<file path="config.mk">
export PLATFORM = sky130hd
export DESIGN_NAME = acc_triplet_seq
export DESIGN_NICKNAME = d
export VERILOG_FILES = /design/src/rtl/acc_seq_pkg.sv /design/src/rtl/triplet_rom.sv /design/src/rtl/acc_datapath.sv /design/src/rtl/seq_ctrl.sv /design/src/rtl/acc_triplet_seq.sv
export SDC_FILE = /design/constraint.sdc
export NUM_CORES = 1
export LEC_CHECK = 0
export ABC_AREA = 1
export BUFFER_PORTS_ARGS = -buffer_cell sky130_fd_sc_hd__buf_2
export CORE_MARGIN = 3
export CORE_UTILIZATION = 35
export DETAILED_ROUTE_END_ITERATION = 10
export GPL_TIMING_DRIVEN = 0
export PLACE_DENSITY = 0.56
export SLEW_MARGIN = 20
export SYNTH_ARGS = -nofsm -noshare
export SYNTH_HDL_FRONTEND = slang
export SYNTH_SLANG_ARGS = --single-unit
</file>
<file path="constraint.sdc">
create_clock -name clk_i -period 3 [get_ports clk_i]
set_clock_uncertainty 0.1 [all_clocks]
set_input_delay 0.45 -clock clk_i [delete_from_list [all_inputs] [get_ports clk_i]]
set_output_delay 0.45 -clock clk_i [all_outputs]
set_load 0.02 [all_outputs]
</file>
<file path="src/rtl/acc_seq_pkg.sv">
package acc_seq_pkg;

    typedef enum logic [1:0] {
        ST_IDLE = 2'd0,
        ST_LOAD = 2'd1,
        ST_RUN  = 2'd2,
        ST_DONE = 2'd3
    } seq_state_e;

    typedef struct packed {
        logic load;
        logic step;
    } acc_cmd_t;

    function automatic logic is_zero_len(input logic [31:0] len);
        return len == 32'd0;
    endfunction

endpackage

</file>
<file path="src/rtl/triplet_rom.sv">
module triplet_rom #(
    parameter int WIDTH    = 8,
    parameter int NUM_SESS = 4,
    parameter int LEN_W    = 3,
    parameter int SESS_W   = 2,
    parameter logic [NUM_SESS*WIDTH-1:0] START_TBL = '0,
    parameter logic [NUM_SESS*WIDTH-1:0] INCR_TBL  = '0,
    parameter logic [NUM_SESS*LEN_W-1:0] LEN_TBL   = '0
) (
    input  logic [SESS_W-1:0] idx_i,
    output logic [WIDTH-1:0]  start_o,
    output logic [WIDTH-1:0]  incr_o,
    output logic [LEN_W-1:0]  len_o
);
    logic [WIDTH-1:0] start_arr [NUM_SESS];
    logic [WIDTH-1:0] incr_arr  [NUM_SESS];
    logic [LEN_W-1:0] len_arr   [NUM_SESS];

    for (genvar k = 0; k < NUM_SESS; k++) begin : g_entry
        assign start_arr[k] = START_TBL[k*WIDTH +: WIDTH];   // R9 layout
        assign incr_arr[k]  = INCR_TBL[k*WIDTH +: WIDTH];
        assign len_arr[k]   = LEN_TBL[k*LEN_W +: LEN_W];
    end

    always_comb begin
        start_o = '0;
        incr_o  = '0;
        len_o   = '0;
        for (int k = 0; k < NUM_SESS; k++) begin
            if (idx_i == SESS_W'(k)) begin
                start_o = start_arr[k];
                incr_o  = incr_arr[k];
                len_o   = len_arr[k];
            end
        end
    end
endmodule

</file>
<file path="src/rtl/acc_datapath.sv">
module acc_datapath
    import acc_seq_pkg::*;
#(
    parameter int WIDTH = 8
) (
    input  logic             clk_i,
    input  logic             rst_i,
    input  acc_cmd_t         cmd_i,
    input  logic [WIDTH-1:0] start_val_i,
    input  logic [WIDTH-1:0] incr_i,
    output logic [WIDTH-1:0] acc_o
);
    logic [WIDTH-1:0] acc_q;
    logic [WIDTH-1:0] sum;

    assign sum = acc_q + incr_i;   // wraps modulo 2^WIDTH

    always_ff @(posedge clk_i) begin
        if (rst_i) begin
            acc_q <= '0;
        end else if (cmd_i.load) begin
            acc_q <= start_val_i;
        end else if (cmd_i.step) begin
            acc_q <= sum;
        end
    end

    assign acc_o = acc_q;

    p_load_start_r3: assert property (@(posedge clk_i) disable iff (rst_i)
        cmd_i.load |=> acc_q == $past(start_val_i));

    p_step_wrap_r4: assert property (@(posedge clk_i) disable iff (rst_i)
        (cmd_i.step && !cmd_i.load) |=> acc_q == WIDTH'($past(acc_q) + $past(incr_i)));

    p_hold_r5: assert property (@(posedge clk_i) disable iff (rst_i)
        (!cmd_i.step && !cmd_i.load) |=> $stable(acc_q));
endmodule

</file>
<file path="src/rtl/seq_ctrl.sv">
module seq_ctrl
    import acc_seq_pkg::*;
#(
    parameter int NUM_SESS = 4,
    parameter int LEN_W    = 3,
    parameter int SESS_W   = 2
) (
    input  logic              clk_i,
    input  logic              rst_i,
    input  logic              start_i,
    input  logic [LEN_W-1:0]  len_i,
    output logic [SESS_W-1:0] sess_o,
    output acc_cmd_t          cmd_o,
    output logic              vld_o,
    output logic              done_o
);
    localparam logic [SESS_W-1:0] LAST_IDX = SESS_W'(NUM_SESS - 1);

    seq_state_e        state_q;
    logic [SESS_W-1:0] sess_q;
    logic [LEN_W-1:0]  cnt_q;
    logic              is_last;
    logic              len_zero;

    assign is_last  = (sess_q == LAST_IDX);
    assign len_zero = is_zero_len(32'(len_i));

    always_ff @(posedge clk_i) begin
        if (rst_i) begin
            state_q <= ST_IDLE;
            sess_q  <= '0;
            cnt_q   <= '0;
        end else begin
            case (state_q)
                ST_IDLE: begin
                    if (start_i) begin
                        sess_q  <= '0;
                        state_q <= ST_LOAD;
                    end
                end
                ST_LOAD: begin
                    if (len_zero) begin                // R6 skip
                        if (is_last) state_q <= ST_DONE;
                        else         sess_q  <= sess_q + 1'b1;
                    end else begin
                        cnt_q   <= len_i - 1'b1;
                        state_q <= ST_RUN;
                    end
                end
                ST_RUN: begin
                    if (cnt_q == '0) begin
                        if (is_last) begin
                            state_q <= ST_DONE;
                        end else begin
                            sess_q  <= sess_q + 1'b1;
                            state_q <= ST_LOAD;
                        end
                    end else begin
                        cnt_q <= cnt_q - 1'b1;
                    end
                end
                ST_DONE: begin
                    if (start_i) state_q <= ST_IDLE;
                end
                default: state_q <= ST_IDLE;
            endcase
        end
    end

    always_comb begin
        cmd_o.load = (state_q == ST_LOAD) && !len_zero;
        cmd_o.step = (state_q == ST_RUN) && (cnt_q != '0);
    end

    assign vld_o  = (state_q == ST_RUN);
    assign done_o = (state_q == ST_DONE);
    assign sess_o = sess_q;

    p_sess_hold_r2: assert property (@(posedge clk_i) disable iff (rst_i)
        (state_q == ST_RUN && cnt_q != '0) |=> $stable(sess_q));

    p_cnt_bound_r5: assert property (@(posedge clk_i) disable iff (rst_i)
        (state_q == ST_RUN) |-> (cnt_q < len_i));

    p_skip_zero_r6: assert property (@(posedge clk_i) disable iff (rst_i)
        (state_q == ST_LOAD && len_zero) |=> state_q != ST_RUN);

    p_done_sticky_r7: assert property (@(posedge clk_i) disable iff (rst_i)
        (state_q == ST_DONE && !start_i) |=> state_q == ST_DONE);

    p_start_ignored_r8: assert property (@(posedge clk_i) disable iff (rst_i)
        (state_q == ST_RUN && cnt_q != '0 && start_i) |=> state_q == ST_RUN);
endmodule

</file>
<file path="src/rtl/acc_triplet_seq.sv">
module acc_triplet_seq
    import acc_seq_pkg::*;
#(
    parameter int WIDTH    = 8,
    parameter int NUM_SESS = 4,
    parameter int LEN_W    = 3,
    parameter logic [NUM_SESS*WIDTH-1:0] START_TBL = 32'hAA55_F010,
    parameter logic [NUM_SESS*WIDTH-1:0] INCR_TBL  = 32'h1101_0703,
    parameter logic [NUM_SESS*LEN_W-1:0] LEN_TBL   = 12'h223,
    localparam int SESS_W = (NUM_SESS > 1) ? $clog2(NUM_SESS) : 1
) (
    input  logic              clk_i,
    input  logic              rst_i,
    input  logic              start_i,
    output logic [WIDTH-1:0]  pat_o,
    output logic              pat_vld_o,
    output logic [SESS_W-1:0] sess_o,
    output logic              done_o
);
    logic [SESS_W-1:0] sess;
    logic [WIDTH-1:0]  tbl_start;
    logic [WIDTH-1:0]  tbl_incr;
    logic [LEN_W-1:0]  tbl_len;
    acc_cmd_t          cmd;

    triplet_rom #(
        .WIDTH(WIDTH), .NUM_SESS(NUM_SESS), .LEN_W(LEN_W), .SESS_W(SESS_W),
        .START_TBL(START_TBL), .INCR_TBL(INCR_TBL), .LEN_TBL(LEN_TBL)
    ) u_rom (
        .idx_i   (sess),
        .start_o (tbl_start),
        .incr_o  (tbl_incr),
        .len_o   (tbl_len)
    );

    seq_ctrl #(
        .NUM_SESS(NUM_SESS), .LEN_W(LEN_W), .SESS_W(SESS_W)
    ) u_ctrl (
        .clk_i   (clk_i),
        .rst_i   (rst_i),
        .start_i (start_i),
        .len_i   (tbl_len),
        .sess_o  (sess),
        .cmd_o   (cmd),
        .vld_o   (pat_vld_o),
        .done_o  (done_o)
    );

    acc_datapath #(.WIDTH(WIDTH)) u_dp (
        .clk_i       (clk_i),
        .rst_i       (rst_i),
        .cmd_i       (cmd),
        .start_val_i (tbl_start),
        .incr_i      (tbl_incr),
        .acc_o       (pat_o)
    );

    assign sess_o = sess;

    p_vld_not_done_r7: assert property (@(posedge clk_i) disable iff (rst_i)
        (pat_vld_o && $past(pat_vld_o) && sess_o == $past(sess_o)) |-> !done_o);
endmodule

</file>
==> results.md <==
* Die area at 4116 sq um
* Slowest cell delay on critical path at 0.49 ns
* Final routed DRC violation total at 0
* Post-Route Setup TNS at 0 ns
* Vias in the first global route at roughly 1,100
* Worst-path cell chain: inv_1, ha_1, nor3_1, ha_1, nand2_1, nand2_1, nand2_1, o21ai_1, nand2_1, nand2_1, nor2_1, nor2_1
* CTS Buf Count at 3
* Min Clock Period, post-route at 2.406 ns
* Vias at between 1,000 and 1,500
* Outcome: complete, no violations
* Post-CTS Setup Bufs at 0
* Static Leak at 0.6507 nW
* Max cap viols at 0
* WP buf/inv at 1
* # diodes at 0
* Crit path DAT at approximately 2.5 ns
* Sequential share of the synthesized area at 0.2537
* Nets@finish at a little over 200
* Max clock buf depth at 2
* Port Buffers at 14
* Most common cell after layout, fill and taps aside: nand2_1
* Fin. max-slew vios at 0
* CP startpoint kind: register
* Starting DRT DRC Count at 59
* Yosys warning total at 0
* Critical path's slowest cell: dfxtp_1
* CP top delay family: simple AND/OR/NAND/NOR gates
* Final Routed Wirelength at around 2500 um
* DP Cell Count at 224
* Netlist cell types at 29
* Largest net degree at the start of global routing at 11
* Max frequency at about 420 MHz
* Clk Latency, worst-skew pair at 0.29 ns
* Hold_sp: u_dp.acc_o[2]
* Initial antenna violation count at 0
* Critical path depth at 12
* Die width at 64.16 um
* Post-Syn Instances at 166
* Wire length per cell at 11.07 um
* H-tree Lvls at 1
* Total clock sinks at 15
* Unrepaired setup endpoints after global routing: false
* Worst-margin pin slew at 0.6223 ns
* GRT Total Usage at 0.1339
* Core area at around 3100 sq um
* CTS tree: built
* Max_slew headroom at 0.5852
* Total gr overflow at 0
* Top Ports at 15
* FF-to-FF path depth at 12
* Avg Inst Size Synth at around 7.1 sq um
* Global-route wire length before repair at about 4400 um
* Power Density at 748.1 nW/um^2
* Post-synthesis cell area at ~1200 sq um
* CTS root buffer: clkbuf_4
* Vias/cell at 4.640
* Hold WC Path Type: reg2reg
* Initial Util at 0.3784
* Critical path class: reg2reg
* Worst path required time at between 3 and 4 ns
* Row cnt at 20
* Worst hold path cell count at 2
* DP Worst Slack at between 0.6 and 0.7 ns
* Routed Antenna Nets at 0
* Drt pass-1 iters at 4
* Die H at 64.16 um
* Worst setup margin at about 0.59 ns
* Most frequent cells in the layout: 37 x nand2_1, 21 x inv_1, 16 x ha_1
* Worst reg2reg startpoint: u_ctrl.sess_o[0]
* Worst Setup End Kind: register
* Critical path origin: u_ctrl.sess_o[0]
* DP Wirelength at between 1500 and 2000 um
* CP dominant cell by count: nand2_1
* Placer Congestion at slightly above 0.8
* Crit share post-route at 0.8020
* #FFs+latches synth at 15
* Hold Vio Cnt, Final at 0
* Share of cells above drive strength 1 at 0.2228
* Clock transition at path regs at 0.10 ns
* CTS Hold Bufs at 0
* Syn Nets at ~190
* Worst-path maximum fanout at 7
* Setup violation total in the final timing report at 0
* Layout Cells excl Fill at between 200 and 250
* Post-CTS Resized at 0
* Synth-to-Final Area Change at 12.79%
* VDD IR-drop max at approximately 0.36 mV
## cell families (layout without fill, tap and decap cells)
logic type / after synthesis / after routing / share of synthesized area
buffers and inverters: 30 / 48 / 0.09514
XOR/XNOR: 2 / 2 / 0.01480
adder cells (fa/ha/maj): 17 / 17 / 0.1860
flip-flops: 15 / 15 / 0.2537
AND/OR/NAND/NOR: 71 / 71 / 0.3034
AO/OA/AOI/OAI: 31 / 31 / 0.1469
## power breakdown
group / switching [W] / leakage [nW] / internal, W
Combinational: 0.000353 / 0.513 / 0.000211
Clock: 0.0000729 / 0.0150 / 0.0000517
Sequential: 0.0000599 / 0.122 / 0.000251
## final timing paths
kind,end,slack (ns)
setup / recovery,u_dp.acc_o[7],0.59
hold / removal,u_dp.acc_o[2],0.39
setup reg to reg,u_dp.acc_o[7],0.59
hold reg to reg,u_dp.acc_o[2],0.39
## per-layer routing
metal	part of all wire	wire length, um	vias to the layer above	GRT usage
li1	-	-	566	-
met1	0.50	1265	468	0.1731
met2	0.45	1129	18	0.2232
met3	0.040	100	6	0.02636
met4	0.011	28	0	0.04222
met5	0	0	-	0
## Yosys cell counts (all sizes together)
cell	count	area share
a21oi	15	0.073
a31oi	1	0.0053
clkbuf	1	0.0032
dfxtp	15	0.25
fa	1	0.017
ha	16	0.17
inv	29	0.092
nand2	40	0.14
nand3	10	0.057
nand4	1	0.0053
nor2	14	0.061
nor3	3	0.026
o211ai	1	0.0063
o21ai	14	0.062
or2	3	0.016
xor2	2	0.015
## state kept, by name, indices dropped and copies added, names as in the netlist
signal          count
u_ctrl.state_q      2
u_ctrl.cnt_q        3
u_ctrl.sess_o       2
u_dp.acc_o          8
## stage by stage
| stage | hold slack, ns | util | area, sq um | power (W) |
|---|---|---|---|---|
| finish | 0.3887 | 0.4268 | 1335 | 0.0009987 |
| global route | 0.4139 | 0.4268 | 1335 | 0.001102 |
| CTS | 0.3919 | 0.4268 | 1335 | 0.001014 |
| detailed placement | 0.3757 | 0.4184 | 1309 | 0.0008821 |
| global placement | 0.3747 | 0.4184 | 1309 | 0.0008697 |
| floorplan | 0.3807 | - | 1184 | 0.0007578 |
## worst reg2reg max path: cells and delay by family (launching register included)
kind	cells	cell delay, ns
AOI/OAI and AO/OA	1	0.10
adders and majority gates	2	0.58
buffers and inverters	1	0.13
DFF	1	0.49
and+or+nand+nor	8	0.88
## layout make-up
class / instances / area, sq um
Inverter: 29 / 108.9
Clock buffer: 4 / 26.28
Sequential cell: 15 / 300.3
Fill cell: 337 / 1793
Tap cell: 44 / 55.05
Buffer: 1 / 3.754
Multi-Input combinational cell: 121 / 770.7
Timing Repair Buffer: 14 / 70.07
Note: power is estimated with default switching activity, not from simulation.
